### src/rtl/rstd_pkg.sv
package rstd_pkg;
  localparam int NUM_SRC = 11;
  localparam int NUM_TGT = 5;

  // request bit positions
  localparam int S_BOR   = 0;
  localparam int S_PIN   = 1;
  localparam int S_WAKE  = 2;
  localparam int S_ASOFT = 3;
  localparam int S_ADAP  = 4;
  localparam int S_ALOCK = 5;
  localparam int S_AWDT  = 6;
  localparam int S_NSOFT = 7;
  localparam int S_NDAP  = 8;
  localparam int S_NLOCK = 9;
  localparam int S_NWDT  = 10;

  // target bit positions
  localparam int T_ACPU = 0;
  localparam int T_AWDT = 1;
  localparam int T_DBG  = 2;
  localparam int T_NCPU = 3;
  localparam int T_NWDT = 4;

  typedef struct packed {
    logic [NUM_TGT-1:0] tgt;
    logic               fo;
  } src_map_t;

  // fixed cause-to-target map
  function automatic src_map_t map_source(input int idx);
    src_map_t m;
    m = '0;
    case (idx)
      S_BOR, S_PIN, S_WAKE: begin
        m.tgt = '1;
        m.fo  = 1'b1;
      end
      S_ASOFT, S_ADAP, S_ALOCK: begin
        m.tgt[T_ACPU] = 1'b1;
        m.fo          = 1'b1;
      end
      S_AWDT: begin
        m.tgt[T_ACPU] = 1'b1;
        m.tgt[T_AWDT] = 1'b1;
        m.tgt[T_DBG]  = 1'b1;
        m.fo          = 1'b1;
      end
      S_NSOFT, S_NDAP, S_NLOCK: m.tgt[T_NCPU] = 1'b1;
      S_NWDT: begin
        m.tgt[T_NCPU] = 1'b1;
        m.tgt[T_NWDT] = 1'b1;
      end
      default: m = '0;
    endcase
    return m;
  endfunction

  function automatic logic is_lockup(input int idx);
    return (idx == S_ALOCK) || (idx == S_NLOCK);
  endfunction

  function automatic logic is_net_target(input int t);
    return (t == T_NCPU) || (t == T_NWDT);
  endfunction
endpackage

### src/rtl/rstd_decode.sv
module rstd_decode
  import rstd_pkg::*;
(
  input  logic [NUM_SRC-1:0] req_i,
  input  logic               dbg_mode_i,
  output logic [NUM_TGT-1:0] hit_o,
  output logic               set_fo_o
);
  always_comb begin
    src_map_t m;
    hit_o    = '0;
    set_fo_o = 1'b0;
    for (int i = 0; i < NUM_SRC; i++) begin
      m = map_source(i);
      if (req_i[i] && !(dbg_mode_i && is_lockup(i))) begin
        hit_o    = hit_o | m.tgt;
        set_fo_o = set_fo_o | m.fo;
      end
    end
    if (dbg_mode_i) hit_o[T_DBG] = 1'b0;
  end
endmodule

### src/rtl/rstd_stretch.sv
module rstd_stretch #(
  parameter int HOLD_CYC = 4
) (
  input  logic clk,
  input  logic por_n,
  input  logic trig_i,
  output logic rst_o
);
  localparam int CW = $clog2(HOLD_CYC + 1);
  localparam logic [CW-1:0] HOLD_V = CW'(HOLD_CYC);

  logic [CW-1:0] cnt_q;

  always_ff @(posedge clk or negedge por_n) begin
    if (!por_n)          cnt_q <= HOLD_V;
    else if (trig_i)     cnt_q <= HOLD_V;
    else if (cnt_q != 0) cnt_q <= cnt_q - 1'b1;
  end

  // rises without a clock, falls on an edge
  assign rst_o = !por_n || trig_i || (cnt_q != '0);
endmodule

### src/rtl/rstd_forceoff.sv
module rstd_forceoff #(
  parameter int              ADDR_W  = 12,
  parameter logic [ADDR_W-1:0] FO_ADDR = 'h010
) (
  input  logic              clk,
  input  logic              por_n,
  input  logic              set_fo_i,
  input  logic              wr_en_i,
  input  logic              wr_from_net_i,
  input  logic [ADDR_W-1:0] wr_addr_i,
  input  logic              wr_data_i,
  output logic              fo_q_o
);
  logic wr_hit;
  assign wr_hit = wr_en_i && !wr_from_net_i && (wr_addr_i == FO_ADDR);

  always_ff @(posedge clk or negedge por_n) begin
    if (!por_n)        fo_q_o <= 1'b1;
    else if (set_fo_i) fo_q_o <= 1'b1;
    else if (wr_hit)   fo_q_o <= wr_data_i;
  end
endmodule

### src/rtl/reset_fanout.sv
module reset_fanout
  import rstd_pkg::*;
#(
  parameter int              HOLD_CYC = 4,
  parameter int              ADDR_W   = 12,
  parameter logic [ADDR_W-1:0] FO_ADDR  = 'h010
) (
  input  logic               clk,
  input  logic               por_n,
  input  logic [NUM_SRC-1:0] req_i,
  input  logic               dbg_mode_i,
  input  logic               wr_en_i,
  input  logic               wr_from_net_i,
  input  logic [ADDR_W-1:0]  wr_addr_i,
  input  logic               wr_data_i,
  output logic               app_cpu_rst_o,
  output logic               app_wdt_rst_o,
  output logic               dbg_rst_o,
  output logic               net_cpu_rst_o,
  output logic               net_wdt_rst_o,
  output logic               net_pwr_off_o
);
  logic [NUM_TGT-1:0] hit;
  logic               set_fo;
  logic               fo_q;
  logic               fo_now;
  logic [NUM_TGT-1:0] trig;
  logic [NUM_TGT-1:0] rst_vec;

  rstd_decode u_decode (
    .req_i      (req_i),
    .dbg_mode_i (dbg_mode_i),
    .hit_o      (hit),
    .set_fo_o   (set_fo)
  );

  rstd_forceoff #(.ADDR_W(ADDR_W), .FO_ADDR(FO_ADDR)) u_fo (
    .clk           (clk),
    .por_n         (por_n),
    .set_fo_i      (set_fo),
    .wr_en_i       (wr_en_i),
    .wr_from_net_i (wr_from_net_i),
    .wr_addr_i     (wr_addr_i),
    .wr_data_i     (wr_data_i),
    .fo_q_o        (fo_q)
  );

  assign fo_now = fo_q || set_fo;

  for (genvar t = 0; t < NUM_TGT; t++) begin : g_tgt
    if (is_net_target(t)) begin : g_net
      assign trig[t] = hit[t] || fo_now;
    end else begin : g_app
      assign trig[t] = hit[t];
    end
    rstd_stretch #(.HOLD_CYC(HOLD_CYC)) u_str (
      .clk    (clk),
      .por_n  (por_n),
      .trig_i (trig[t]),
      .rst_o  (rst_vec[t])
    );
  end

  assign app_cpu_rst_o = rst_vec[T_ACPU];
  assign app_wdt_rst_o = rst_vec[T_AWDT];
  assign dbg_rst_o     = rst_vec[T_DBG];
  assign net_cpu_rst_o = rst_vec[T_NCPU];
  assign net_wdt_rst_o = rst_vec[T_NWDT];
  assign net_pwr_off_o = fo_now;
endmodule

### config.mk
export PLATFORM = sky130hd
export DESIGN_NAME = reset_fanout
export DESIGN_NICKNAME = d
export VERILOG_FILES = /design/src/rtl/rstd_pkg.sv /design/src/rtl/rstd_decode.sv /design/src/rtl/rstd_stretch.sv /design/src/rtl/rstd_forceoff.sv /design/src/rtl/reset_fanout.sv
export SDC_FILE = /design/constraint.sdc
export NUM_CORES = 1
export LEC_CHECK = 0
export ABC_AREA = 0
export BUFFER_PORTS_ARGS = -buffer_cell sky130_fd_sc_hd__buf_2
export CAP_MARGIN = 20
export CORE_UTILIZATION = 45
export CTS_CLUSTER_DIAMETER = 150
export DETAILED_ROUTE_END_ITERATION = 7
export GPL_ROUTABILITY_DRIVEN = 0
export PLACE_DENSITY = 0.82
export SETUP_SLACK_MARGIN = 0.15
export SLEW_MARGIN = 20
export SYNTH_ARGS = -nofsm -noshare
export SYNTH_HDL_FRONTEND = slang
export SYNTH_SLANG_ARGS = --single-unit
### constraint.sdc
create_clock -name clk -period 2.8 [get_ports clk]
set_input_delay 0.28 -clock clk [delete_from_list [all_inputs] [get_ports clk]]
set_output_delay 0.28 -clock clk [all_outputs]
set_load 0.1 [all_outputs]
* After elaboration in Yosys (flattened, before gate mapping)
Index checks and enable logic that the tools add are counted.
** Operators by class
- Equal/unequal tests :: 1
- Order comparisons :: 0
- Bitwise operators :: 0
- Mux-type cells :: 31
- Multiply operators :: 0
- Add/subtract/negate cells :: 5
- Shift operators :: 0
- Reductions and logical operators :: 31
- Div/mod/pow operators :: 0
** Operators with widths (number)
- 3-bit two-way mux :: 11
- 5-bit two-way mux :: 4
- 3-bit nonzero test :: 5
- 3-bit by 1-bit subtractor with 3-bit output (second input constant) :: 5
- 1-bit logical OR :: 13
- 1-bit two-way mux :: 13
- 12-bit by 5-bit == test with 1-bit output (second input constant) :: 1
- 4-bit two-way mux :: 3
- 2-bit nonzero test :: 6
- 1-bit logical AND :: 4
- 1-bit logical NOT :: 3
** Storage, ports and cells
- Memory bits (read-only) :: 0
- Bits in latches :: 0
- Input bits :: 29
- Register bits :: 16
- Memories kept :: 0
- RAM bits :: 0

* Longest topological paths before layout
- Depth after elaboration :: 14
- Depth in mapped cells :: 5
- Depth with buffers taken out :: 5

* By module
Synthesis repeated with hierarchy kept, for this count alone.
** Second synthesis, totals
- Cells, all modules :: 105
- Area total of the unflattened synthesis :: 1136.1 µm²
** Modules (own cells, without submodules)
- rstd_stretch :: instances 5, seq. area each 76.3 µm², area an instance 192.7 µm², cells an instance 17
- rstd_forceoff :: instances 1, seq. area each 26.3 µm², area an instance 90.1 µm², cells an instance 9
- rstd_decode :: instances 1, seq. area each 0.0 µm², area an instance 63.8 µm², cells an instance 8
- reset_fanout :: instances 1, seq. area each 0.0 µm², area an instance 18.8 µm², cells an instance 3

* Worst setup path after synthesis
No wires, ideal clock.
- Kind :: input port to output port
- Start :: input port req_i[6]
- End :: output port app_cpu_rst_o
- Cell stages on the path :: 4
- Data required time :: 2.520 ns
- Buffers on the path :: 1
- Arrival time :: 2.113 ns
- Setup slack :: 0.407 ns
- Cell sequence :: or4_1 buf_2 nor3_1 nand4b_1
** Between the ends
- Longest elaborated chain between the ends :: 7
** RTL lines
- from (decl) :: RTL line reset_fanout.sv:10 : input logic [NUM_SRC-1:0] req_i,
- 3-bit two-way mux :: RTL line rstd_decode.sv:15 : if (req_i[i] && !(dbg_mode_i && is_lockup(i))) begin
- 4-bit two-way mux (3 in series) :: RTL line rstd_decode.sv:15
- 5-bit two-way mux :: RTL line rstd_decode.sv:15
- 1-bit logical OR (2 in series) :: RTL line rstd_stretch.sv:21 : assign rst_o = !por_n || trig_i || (cnt_q != '0);
- to (decl) :: RTL line reset_fanout.sv:16 : output logic app_cpu_rst_o,
Every way passes these cells.

* Worst setup path in the final report
- Start :: input port por_n
- End :: output port dbg_rst_o
** Between the ends
- Longest elaborated chain between the ends :: 3
** RTL lines
- from (decl) :: RTL line reset_fanout.sv:9 : input logic por_n,
- 1-bit logical NOT :: RTL line rstd_stretch.sv:21
- 1-bit logical OR (2 in series) :: RTL line rstd_stretch.sv:21
- to (decl) :: RTL line reset_fanout.sv:18 : output logic dbg_rst_o,
Every way passes these cells.

==> impl_metrics.toml <==
[logic_synthesis]
synth-seq-cells = 16
yosys_warnings = 0
syn_nets = 145
postSynth.asyncResetShare = 1.000
synthFlopType = "dfrtp_1"
syn_area_um2 = 1032
synthCells = 106
synth.area.top_cells = "dfrtp_1 24%, dfstp_2 15%, ha_1 12%"
synth_most_common_cell = "nor2_1"
yosysTopAreaCellShare = 0.2424
seq_area_frac_synth = 0.3952
yosysTopAreaCell = "dfrtp_1"
synth_cell_types = 26
synth.cells.most_frequent = "17 x nor2_1, 13 x inv_1, 10 x dfrtp_1, 10 x ha_1"
synth_edf_count = 0
avgSynthCellArea_um2 = 9.738

[cts]
cts.reportedPaths.clkPinSlew_ns = 0.09
cts_buffers = 3
cts_tree = "built"
cts_resized = 0
cts_max_level = 1
clock-sinks = 16
clock_latency_ns = 0.29
root_buffer = "clkbuf_4"
cts_buffer_depth = 2
cts_setup_buffers = 0

[timing]
max_freq_ghz = 0.4412
finClkSkew_ns = 0.0005538
drv_slew = 0
period_needed_ns = 2.267
setup_violations = 0
fin_ws_ns = 0.5334
slew_headroom = 0.6686
setup-tns-final_ns = 0
hold_violations = 0
rsz0062_at_grt = "false"
fin_crit_sh = 0.8095
worstMarginPinSlew_ns = 0.5005

[critical_path]
startpoint_type = "input pin"
crit_path_frequent_cell = "buf_2"
max_stage_delay_ns = 0.52
path_max_fanout = 21
r2r-end = "g_tgt[3].u_str.cnt_q[1]"
r2r_cells = 5
crit_type = "in -> out"
path_cells = "dlygate4sd3_1 -> buf_2 -> or3b_2 -> buf_2"
crit_arrival_ns = 1.99
slowest_stage = "dlygate4sd3_1"
worst_r2r_startpoint = "g_tgt[3].u_str.cnt_q[0]"
crit_path_end_kind = "output pin"
cp_num_buf_inv = 3
path_delay_family = "buffers and inverters"
r2r_slack_ns = 1.41
crit_required_ns = 2.52

[power_and_ir_drop]
power_uw = 571.3
leakage_uw = 0.0005902
combPwrFrac = 0.251
pwr-share-clk = 0.271
power_switching_uw = 169.2
power_frac_seq = 0.477
vdd_ir_drop_max_v = 0.0002711
power.density_nw_per_um2 = 447.2
p_int_uw = 402.2
p_sw_frac = 0.2961

[placement]
post-dp-hpwl_um = 1749
dp.cells = 166
pre_cts_slack_ns = 0.6852
port-buffer-count = 34

[grt]
grt_util_all_layers = 0.1975
grt_pass1_wl_um = 3698
antenna_found_initial = 0
grt_start_max_net_pins = 22
overflow = 0
grt_pass1_vias = 899

[routing]
vias = 884
wirelength_um = 2145
wl_per_cell_um = 12.54
dr.pass1.iters = 4
antenna_left = 0
drc = 0
drt_iter0_drc = 5
vias_per_cell = 5.170

[min_path]
min_from = "req_i[7]"
hp-class = "in -> reg"
hold_path_depth = 3
hold-path-endpoint = "g_tgt[3].u_str.cnt_q[2]"

[cells_and_area]
antenna_cells = 0
area_growth_pct = 23.76
drive_above_1_share = 0.3333
stdcell_count = 171
layout.nets = 184
fill_cells = 174
post-route-util = 0.6195

[floorplan]
die_x_um = 49.90
ios = 35
dieArea_um2 = 2490
rows = 16
start_util = 0.5006
core_um2 = 2062
die_h_um = 49.90

[run_status]
outcome = "finished clean"

[flow_run]
cap_violations = 0
-- per-stage QoR --
step | hold WS, ns | area, um2
after floorplan | -0.01559 | 1032
after global placement | 0.2330 | 1231
after detailed placement | 0.2482 | 1231
after CTS | 0.2151 | 1277
after global routing | 0.2327 | 1277
final | 0.2379 | 1277
-- layer usage --
metal  routed length, um  GRT usage  up-vias
met2                1136     0.3626       20
met5                   0          0        -
met1                 916     0.2233      420
met3                  76    0.03704        2
met4                  15    0.07143        0
li1                    -          -      442
-- cell type report --
| class | instances | area (um2) | share of cell area |
|---|---|---|---|
| repair buffers | 35 | 180.2 | 0.1410 |
| well taps | 27 | 33.78 | 0.02644 |
| multi-input cells | 76 | 570.5 | 0.4466 |
| clock buffers | 4 | 36.28 | 0.02840 |
| inverters | 13 | 48.80 | 0.03820 |
| flip-flops and latches | 16 | 407.9 | 0.3193 |
-- registers in the layout, indices dropped and copies added, names as in the netlist --
register / flops
u_fo.fo_q_o: 1
g_tgt.u_str.cnt_q: 15
-- worst max path at each step --
stage | endpoint | startpoint | depth (start not counted)
after detailed placement | app_cpu_rst_o | req_i[6] | 5
after floorplan | app_cpu_rst_o | req_i[6] | 4
after global placement | app_cpu_rst_o | req_i[6] | 5
after CTS | dbg_rst_o | por_n | 4
after global routing | dbg_rst_o | por_n | 4
final | dbg_rst_o | por_n | 4
-- what timing repair did --
item                                    in CTS  in global routing
hold buffers                                 1                  0
endpoints found under the setup margin       0                  0
endpoints found under the hold margin       10                  0
-- cells in the final DEF, fill, tap and decap left out, drive strengths merged --
master	n
nand3	2
inv	13
a211oi	5
xnor2	5
nand4b	2
ha	10
nor3	1
nor2	17
nor4b	2
nor4	4
or3b	1
nand4	4
nand2b	5
or2	1
dfrtp	10
a21oi	1
clkbuf	4
and4	1
buf	34
o21ai	2
dlygate4sd3	1
and3	2
dfstp	6
or4	1
mux2i	6
nand2	2
nor2b	2
-- tightest hold or removal path: stages --
cell and delay [ns]:
buf_2 0.07, a211oi_1 0.06, nand3_1 0.08
-- power by group through the flow --
stage | clock (uW) | sequential [uW] | combinational (uW)
after floorplan | 0 | 273 | 98.6
after global placement | 0 | 275 | 137
after detailed placement | 0 | 277 | 142
after CTS | 160 | 273 | 144
after global routing | 165 | 276 | 164
final | 155 | 273 | 144
-- kinds of logic after synthesis --
kind of cell / after synthesis / share of synthesized area
muxes: 6 / 0.05818
xor gates and xnor gates: 5 / 0.04242
DFF: 16 / 0.3952
and+or+nand+nor: 47 / 0.2800
buffers and inverters: 14 / 0.05212
adders and majority gates: 10 / 0.1212
AOI/OAI and AO/OA: 8 / 0.05091
Note: power is estimated with default switching activity, not from simulation.
